### src/rtl/bridge_pkg.sv
package bridge_pkg;

    localparam int BYTE_W = 8;
    localparam int ADDR_W = 24;
    localparam int LEN_W  = BYTE_W - 1;

    typedef enum logic [2:0] {
        S_IDLE,
        S_ADDR,
        S_TURN,
        S_WDATA,
        S_RD_A,
        S_RD_B
    } brg_state_e;

    typedef struct packed {
        logic             is_write;
        logic [LEN_W-1:0] len;
    } brg_cmd_t;

    function automatic brg_cmd_t decode_cmd(input logic [BYTE_W-1:0] b);
        brg_cmd_t c;
        c.is_write = b[BYTE_W-1];
        c.len      = b[LEN_W-1:0];
        return c;
    endfunction

    // True when the byte being completed is the last one of a bounded burst
    function automatic logic burst_last(input logic [LEN_W-1:0] len,
                                        input logic [LEN_W-1:0] cnt);
        return (len != '0) && (LEN_W'(cnt + LEN_W'(1)) == len);
    endfunction

endpackage

### src/rtl/bridge_ctrl.sv
module bridge_ctrl
    import bridge_pkg::*;
#(
    parameter int AW = ADDR_W
) (
    input  logic              clk,
    input  logic              rst,
    input  logic              strobe,
    input  logic [BYTE_W-1:0] din,
    output logic [AW-1:0]     cur_addr,
    output logic              wr_take,
    output logic              rd_first,
    output logic              rd_second
);
    localparam int NB    = AW / BYTE_W;
    localparam int IDX_W = (NB > 1) ? $clog2(NB) : 1;

    brg_state_e       st;
    brg_cmd_t         cmd;
    logic [AW-1:0]    hdr_addr;
    logic [AW-1:0]    addr_full;
    logic [IDX_W-1:0] idx;
    logic [LEN_W-1:0] cnt;
    logic             adv;

    assign addr_full = {hdr_addr[AW-BYTE_W-1:0], din};
    assign wr_take   = (st == S_WDATA) && !strobe;
    assign rd_first  = (st == S_RD_A);
    assign rd_second = (st == S_RD_B);

    always_ff @(posedge clk) begin
        if (rst) begin
            st       <= S_IDLE;
            cmd      <= '0;
            hdr_addr <= '0;
            idx      <= '0;
            cnt      <= '0;
            adv      <= 1'b0;
            cur_addr <= '0;
        end else if (strobe) begin
            st  <= S_ADDR;
            cmd <= decode_cmd(din);
            idx <= '0;
            cnt <= '0;
            adv <= 1'b0;
        end else begin
            case (st)
                S_ADDR: begin
                    hdr_addr <= addr_full;
                    idx      <= idx + IDX_W'(1);
                    if (idx == IDX_W'(NB - 1)) begin
                        cur_addr <= addr_full;
                        st       <= cmd.is_write ? S_WDATA : S_TURN;
                    end
                end
                S_TURN: st <= S_RD_A;
                S_WDATA: begin
                    cur_addr <= cur_addr + AW'(adv);
                    adv      <= 1'b1;
                    cnt      <= cnt + LEN_W'(1);
                    if (burst_last(cmd.len, cnt)) st <= S_IDLE;
                end
                S_RD_A: st <= S_RD_B;
                S_RD_B: begin
                    cnt <= cnt + LEN_W'(1);
                    if (burst_last(cmd.len, cnt)) begin
                        st <= S_IDLE;
                    end else begin
                        st       <= S_RD_A;
                        cur_addr <= cur_addr + AW'(1);
                    end
                end
                default: st <= S_IDLE;
            endcase
        end
    end


    rd_pair_chk: assert property (@(posedge clk) disable iff (rst)
        (st == S_RD_B) |-> ($past(st) == S_RD_A));


    abort_chk: assert property (@(posedge clk) disable iff (rst)
        strobe |=> (st == S_ADDR && idx == '0));


    open_burst_chk: assert property (@(posedge clk) disable iff (rst)
        (st == S_WDATA && cmd.len == '0 && !strobe) |=> (st == S_WDATA));

endmodule

### src/rtl/bridge_sram_if.sv
module bridge_sram_if
    import bridge_pkg::*;
#(
    parameter int AW = ADDR_W
) (
    input  logic              clk,
    input  logic              rst,
    input  logic              wr_take,
    input  logic              rd_first,
    input  logic              rd_second,
    input  logic [BYTE_W-1:0] din,
    input  logic [AW-1:0]     cur_addr,
    output logic [AW-1:0]     sram_addr,
    output logic [BYTE_W-1:0] sram_wdata,
    output logic              sram_ce_n,
    output logic              sram_oe_n,
    output logic              sram_we_n
);
    logic              wr_vld;
    logic [BYTE_W-1:0] wr_dat;

    always_ff @(posedge clk) begin
        if (rst) begin
            wr_vld <= 1'b0;
            wr_dat <= '0;
        end else begin
            wr_vld <= wr_take;
            if (wr_take) wr_dat <= din;
        end
    end

    assign sram_addr  = cur_addr;
    assign sram_wdata = wr_dat;
    assign sram_ce_n  = ~(wr_vld | rd_first | rd_second);
    assign sram_oe_n  = ~(rd_first | rd_second);
    // Pulse only in the low half: released at the rising edge, ahead of the address register
    assign sram_we_n  = ~(wr_vld & ~clk);


    wr_step_chk: assert property (@(posedge clk) disable iff (rst)
        (wr_vld && $past(wr_vld)) |-> (sram_addr == AW'($past(sram_addr) + AW'(1))));

endmodule

### src/rtl/bridge_host_if.sv
module bridge_host_if
    import bridge_pkg::*;
(
    input  logic              clk,
    input  logic              rst,
    input  logic              rd_first,
    input  logic              rd_second,
    input  logic [BYTE_W-1:0] sram_rdata,
    output logic [BYTE_W-1:0] host_dout,
    output logic              host_dout_en
);
    logic [BYTE_W-1:0] rd_q;

    always_ff @(posedge clk) begin
        if (rst)           rd_q <= '0;
        else if (rd_first) rd_q <= sram_rdata;
    end

    assign host_dout_en = rd_second;
    assign host_dout    = rd_second ? rd_q : '0;


    drive_window_chk: assert property (@(posedge clk) disable iff (rst)
        host_dout_en |-> $past(rd_first));

endmodule

### src/rtl/pkt_sram_bridge.sv
module pkt_sram_bridge
    import bridge_pkg::*;
#(
    parameter int AW = ADDR_W
) (
    input  logic              clk,
    input  logic              rst,
    input  logic              host_strobe,
    input  logic [BYTE_W-1:0] host_din,
    output logic [BYTE_W-1:0] host_dout,
    output logic              host_dout_en,
    output logic [AW-1:0]     sram_addr,
    output logic [BYTE_W-1:0] sram_wdata,
    input  logic [BYTE_W-1:0] sram_rdata,
    output logic              sram_ce_n,
    output logic              sram_oe_n,
    output logic              sram_we_n
);
    logic [AW-1:0] cur_addr;
    logic          wr_take;
    logic          rd_first;
    logic          rd_second;

    bridge_ctrl #(.AW(AW)) u_ctrl (
        .clk       (clk),
        .rst       (rst),
        .strobe    (host_strobe),
        .din       (host_din),
        .cur_addr  (cur_addr),
        .wr_take   (wr_take),
        .rd_first  (rd_first),
        .rd_second (rd_second)
    );

    bridge_sram_if #(.AW(AW)) u_sram (
        .clk        (clk),
        .rst        (rst),
        .wr_take    (wr_take),
        .rd_first   (rd_first),
        .rd_second  (rd_second),
        .din        (host_din),
        .cur_addr   (cur_addr),
        .sram_addr  (sram_addr),
        .sram_wdata (sram_wdata),
        .sram_ce_n  (sram_ce_n),
        .sram_oe_n  (sram_oe_n),
        .sram_we_n  (sram_we_n)
    );

    bridge_host_if u_host (
        .clk          (clk),
        .rst          (rst),
        .rd_first     (rd_first),
        .rd_second    (rd_second),
        .sram_rdata   (sram_rdata),
        .host_dout    (host_dout),
        .host_dout_en (host_dout_en)
    );

endmodule

### config.mk
export PLATFORM = sky130hd
export DESIGN_NAME = pkt_sram_bridge
export DESIGN_NICKNAME = d
export VERILOG_FILES = /design/src/rtl/bridge_pkg.sv /design/src/rtl/bridge_ctrl.sv /design/src/rtl/bridge_sram_if.sv /design/src/rtl/bridge_host_if.sv /design/src/rtl/pkt_sram_bridge.sv
export SDC_FILE = /design/constraint.sdc
export NUM_CORES = 1
export LEC_CHECK = 0
export ABC_AREA = 1
export CAP_MARGIN = 20
export CORE_MARGIN = 1
export CORE_UTILIZATION = 30
export CTS_CLUSTER_SIZE = 25
export DETAILED_ROUTE_END_ITERATION = 8
export PLACE_DENSITY = 0.46
export SYNTH_ARGS = -nofsm -noshare
export SYNTH_HDL_FRONTEND = slang
export SYNTH_HIERARCHICAL = 1
export SYNTH_SLANG_ARGS = --single-unit
### constraint.sdc
create_clock -name clk -period 3.15 [get_ports clk]
set_input_delay 0.63 -clock clk [delete_from_list [all_inputs] [get_ports clk]]
set_output_delay 0.63 -clock clk [all_outputs]
set_load 0.005 [all_outputs]
==> impl_metrics.py <==
metrics = {
    "drt": {
        "vias": 4261,
        "ant_nets": 0,
        "wl_per_cell_um": 13.9,
        "drt_pre_antenna_iters": 6,
        "drcViolationCount": 0,
        "drtIter0Drc": 251,
        "vias_per_cell": 4.57,
        "wl_mm": 13.0,
    },
    "worst_setup_path": {
        "cp-start-kind": "clock port",
        "r2r_slack_ns": 0.62,
        "crit_fanout": 13,
        "path_cells": "clkbuf_16 -> clkbuf_16 -> inv_1 -> nand2_1 -> clkdlybuf4s50_1",
        "max_stage_delay_ns": 0.44,
        "r2r_cells": 16,
        "endpoint_kind": "output port",
        "arrival_ns": 2.45,
        "cp_data_required_time_ns": 2.52,
        "r2r_end": "u_ctrl/cur_addr[16]",
        "cp_common_cell": "clkbuf_16",
        "worstSetupPathType": "clock port to output port",
        "critical_path.slowest_cell": "clkdlybuf4s50_1",
        "reg2reg_from": "u_ctrl/st[1]",
    },
    "clocking": {
        "clockRootBuffer": "clkbuf_16",
        "cts_buffers": 9,
        "hold_buffers": 0,
        "clockBufferDepth": 2,
        "clkSlewWorstSetupHoldPaths_ns": 0.06,
        "ctsHtreeMaxLevel": 3,
        "clock_latency_ns": 0.35,
        "cts_resized": 0,
        "cts_tree": "yes",
        "cts_setup_buffers": 0,
    },
    "sta": {
        "maxSlewViolCount": 0,
        "relSlewSlack_pct": 47.4,
        "finClkSkew_ns": 0.00729,
        "final-hold-violation-count": 0,
        "finalSetupTns_ns": 0,
        "rsz0062_at_grt": "no",
        "finalSetupViolations": 0,
        "worst_slew_pin_slew_ns": 0.789,
    },
    "layout": {
        "area.growth.synth_to_final_pct": 19.3,
        "fin_cells": 933,
        "ff_latch_area_um2": 1560,
        "layout_common_cells": "nand2_1 (191), nor2_1 (139), dfxtp_1 (78)",
        "fillers": 1591,
        "layout_commonest_cell": "nand2_1",
        "multi_input_area_um2": 2360,
        "diodes": 0,
        "finalInstanceArea_um2": 5450,
        "drive_above_1_share_pct": 9.88,
        "fin_nets": 767,
    },
    "logic_synthesis": {
        "synth_top_area_share_pct": 34.2,
        "synth_seq_cells": 78,
        "synth_area_leaders": "dfxtp_1 (34%), nand2_1 (16%), nor2_1 (11%)",
        "yosysTopAreaCell": "dfxtp_1",
        "yosysWarnings": 6,
        "syn_area_per_cell_um2": 6.43,
        "ys_types": 37,
        "synth_cells": 711,
        "syn_nets": 734,
        "yosysSeqAreaShare_pct": 34.2,
        "syn-cell-area_um2": 4570,
    },
    "placed_design": {
        "place_inst": 917,
        "dpl_cell_area_um2": 5130,
        "globalplace.congestion": 0.867,
        "dp_hpwl_mm": 9.56,
        "io_buffers": 62,
    },
    "global_route": {
        "first_global_vias": 4214,
        "grt-ovfl-total": 0,
        "grt_max_degree": 38,
        "grt_pass1_wl_mm": 21.3,
        "antenna_found_initial": 0,
        "track_usage_pct": 17.3,
    },
    "min_path": {
        "hold-path-endpoint": "u_host/rd_q[6]",
        "min_path_cells": 2,
        "hp-class": "flop to flop",
        "hold_start": "u_host/rd_q[6]",
    },
    "floorplanning": {
        "die_y_um": 125,
        "die_x_um": 125,
        "num_rows": 44,
        "core_um2": 14700,
        "ios": 63,
        "dieArea_um2": 15700,
        "initial_core_util_pct": 31.1,
    },
    "outcome": {
        "outcome": "complete, no violations",
    },
    "power_and_ir_drop": {
        "leakagePower_nw": 2.35,
        "ir_worst_vdd_mv": 0.302,
        "power_density_nw_per_um2": 454,
    },
    "job": {
        "max-cap-violations": 0,
    },
}
## through the flow
stage                     setup WS (ns)  hold WS [ns]  utilization (%)  total power, W
final                            0.0703         0.471             37.1         0.00248
after global routing             0.0315         0.490             37.1         0.00258
after floorplan                   0.867         0.435                -         0.00126
after global placement            0.456         0.449             34.9         0.00135
after CTS                        0.0541         0.467             37.1         0.00251
after detailed placement          0.455         0.458             34.9         0.00135
## state kept, by name (all words and copies together) (netlist names)
name / count
u_host/rd_q: 8
u_sram/sram_wdata: 8
u_ctrl/hdr_addr: 16
u_ctrl/cnt: 7
u_ctrl/cur_addr: 24
u_ctrl/st: 3
u_ctrl/adv: 1
u_sram/wr_vld: 1
u_ctrl/idx: 2
u_ctrl/cmd: 8
## cell type report
| class | instances | area share, % |
|---|---|---|
| multi-input cells | 506 | 43.2 |
| flip-flops and latches | 78 | 28.6 |
| repair buffers | 69 | 12.3 |
| inverters | 78 | 5.44 |
| clock buffers | 10 | 4.31 |
| well taps | 184 | 4.22 |
| clock inverters | 8 | 1.86 |
## power by group
| group | switching (W) | total (W) | internal (W) |
|---|---|---|---|
| clock network | 0.000453 | 0.00115 | 0.000698 |
| registers | 0.0000413 | 0.00107 | 0.00103 |
| logic | 0.000148 | 0.000257 | 0.000109 |
| total | 0.000643 | 0.00248 | 0.00183 |
## critical path, delay by kind of cell
family / cells / cell delay [ns]
buffers and inverters: 4 / 0.84
and+or+nand+nor: 1 / 0.04
## layer usage
| metal | share of wire, % | vias up | global-route usage [%] |
|---|---|---|---|
| met2 | 49 | 77 | 29.6 |
| li1 | - | 2232 | - |
| met1 | 45 | 1935 | 20.8 |
| met5 | 0 | - | 0 |
| met3 | 3.3 | 17 | 4.19 |
| met4 | 2.5 | 0 | 6.81 |
## cell usage after synthesis, drive strengths merged
cell type    n
or2          1
a21oi       26
o21ai       43
o211ai       2
nand4        4
nor3         2
and2         1
nor2       154
mux2i        2
dfxtp       78
xnor2        1
clkbuf       8
nand2      207
nand3b       9
a211oi       1
xor2         7
ha           4
clkinv       3
o21bai       1
a22oi        1
buf         40
inv         76
a31oi        1
nand3       39
## cells by family after synthesis
kind of cell | after synthesis | synth area share (%)
compound gates | 75 | 9.36
xor+xnor | 8 | 1.53
simple gates | 417 | 39.2
flops | 78 | 34.2
mux | 2 | 0.438
buf+inv | 127 | 14.2
fa+ha+maj | 4 | 1.10
## worst max-delay path by stage
stage	endpoint	slack, ns	cells after the start	startpoint
6_report	sram_we_n	0.07	5	clk
5_1_grt	sram_we_n	0.03	5	clk
4_1_cts	sram_we_n	0.05	5	clk
3_5_place_dp	sram_we_n	0.46	3	clk
3_3_place_gp	sram_we_n	0.46	3	clk
2_1_floorplan	sram_we_n	0.87	2	clk
Power figures use the tool's default switching activity.
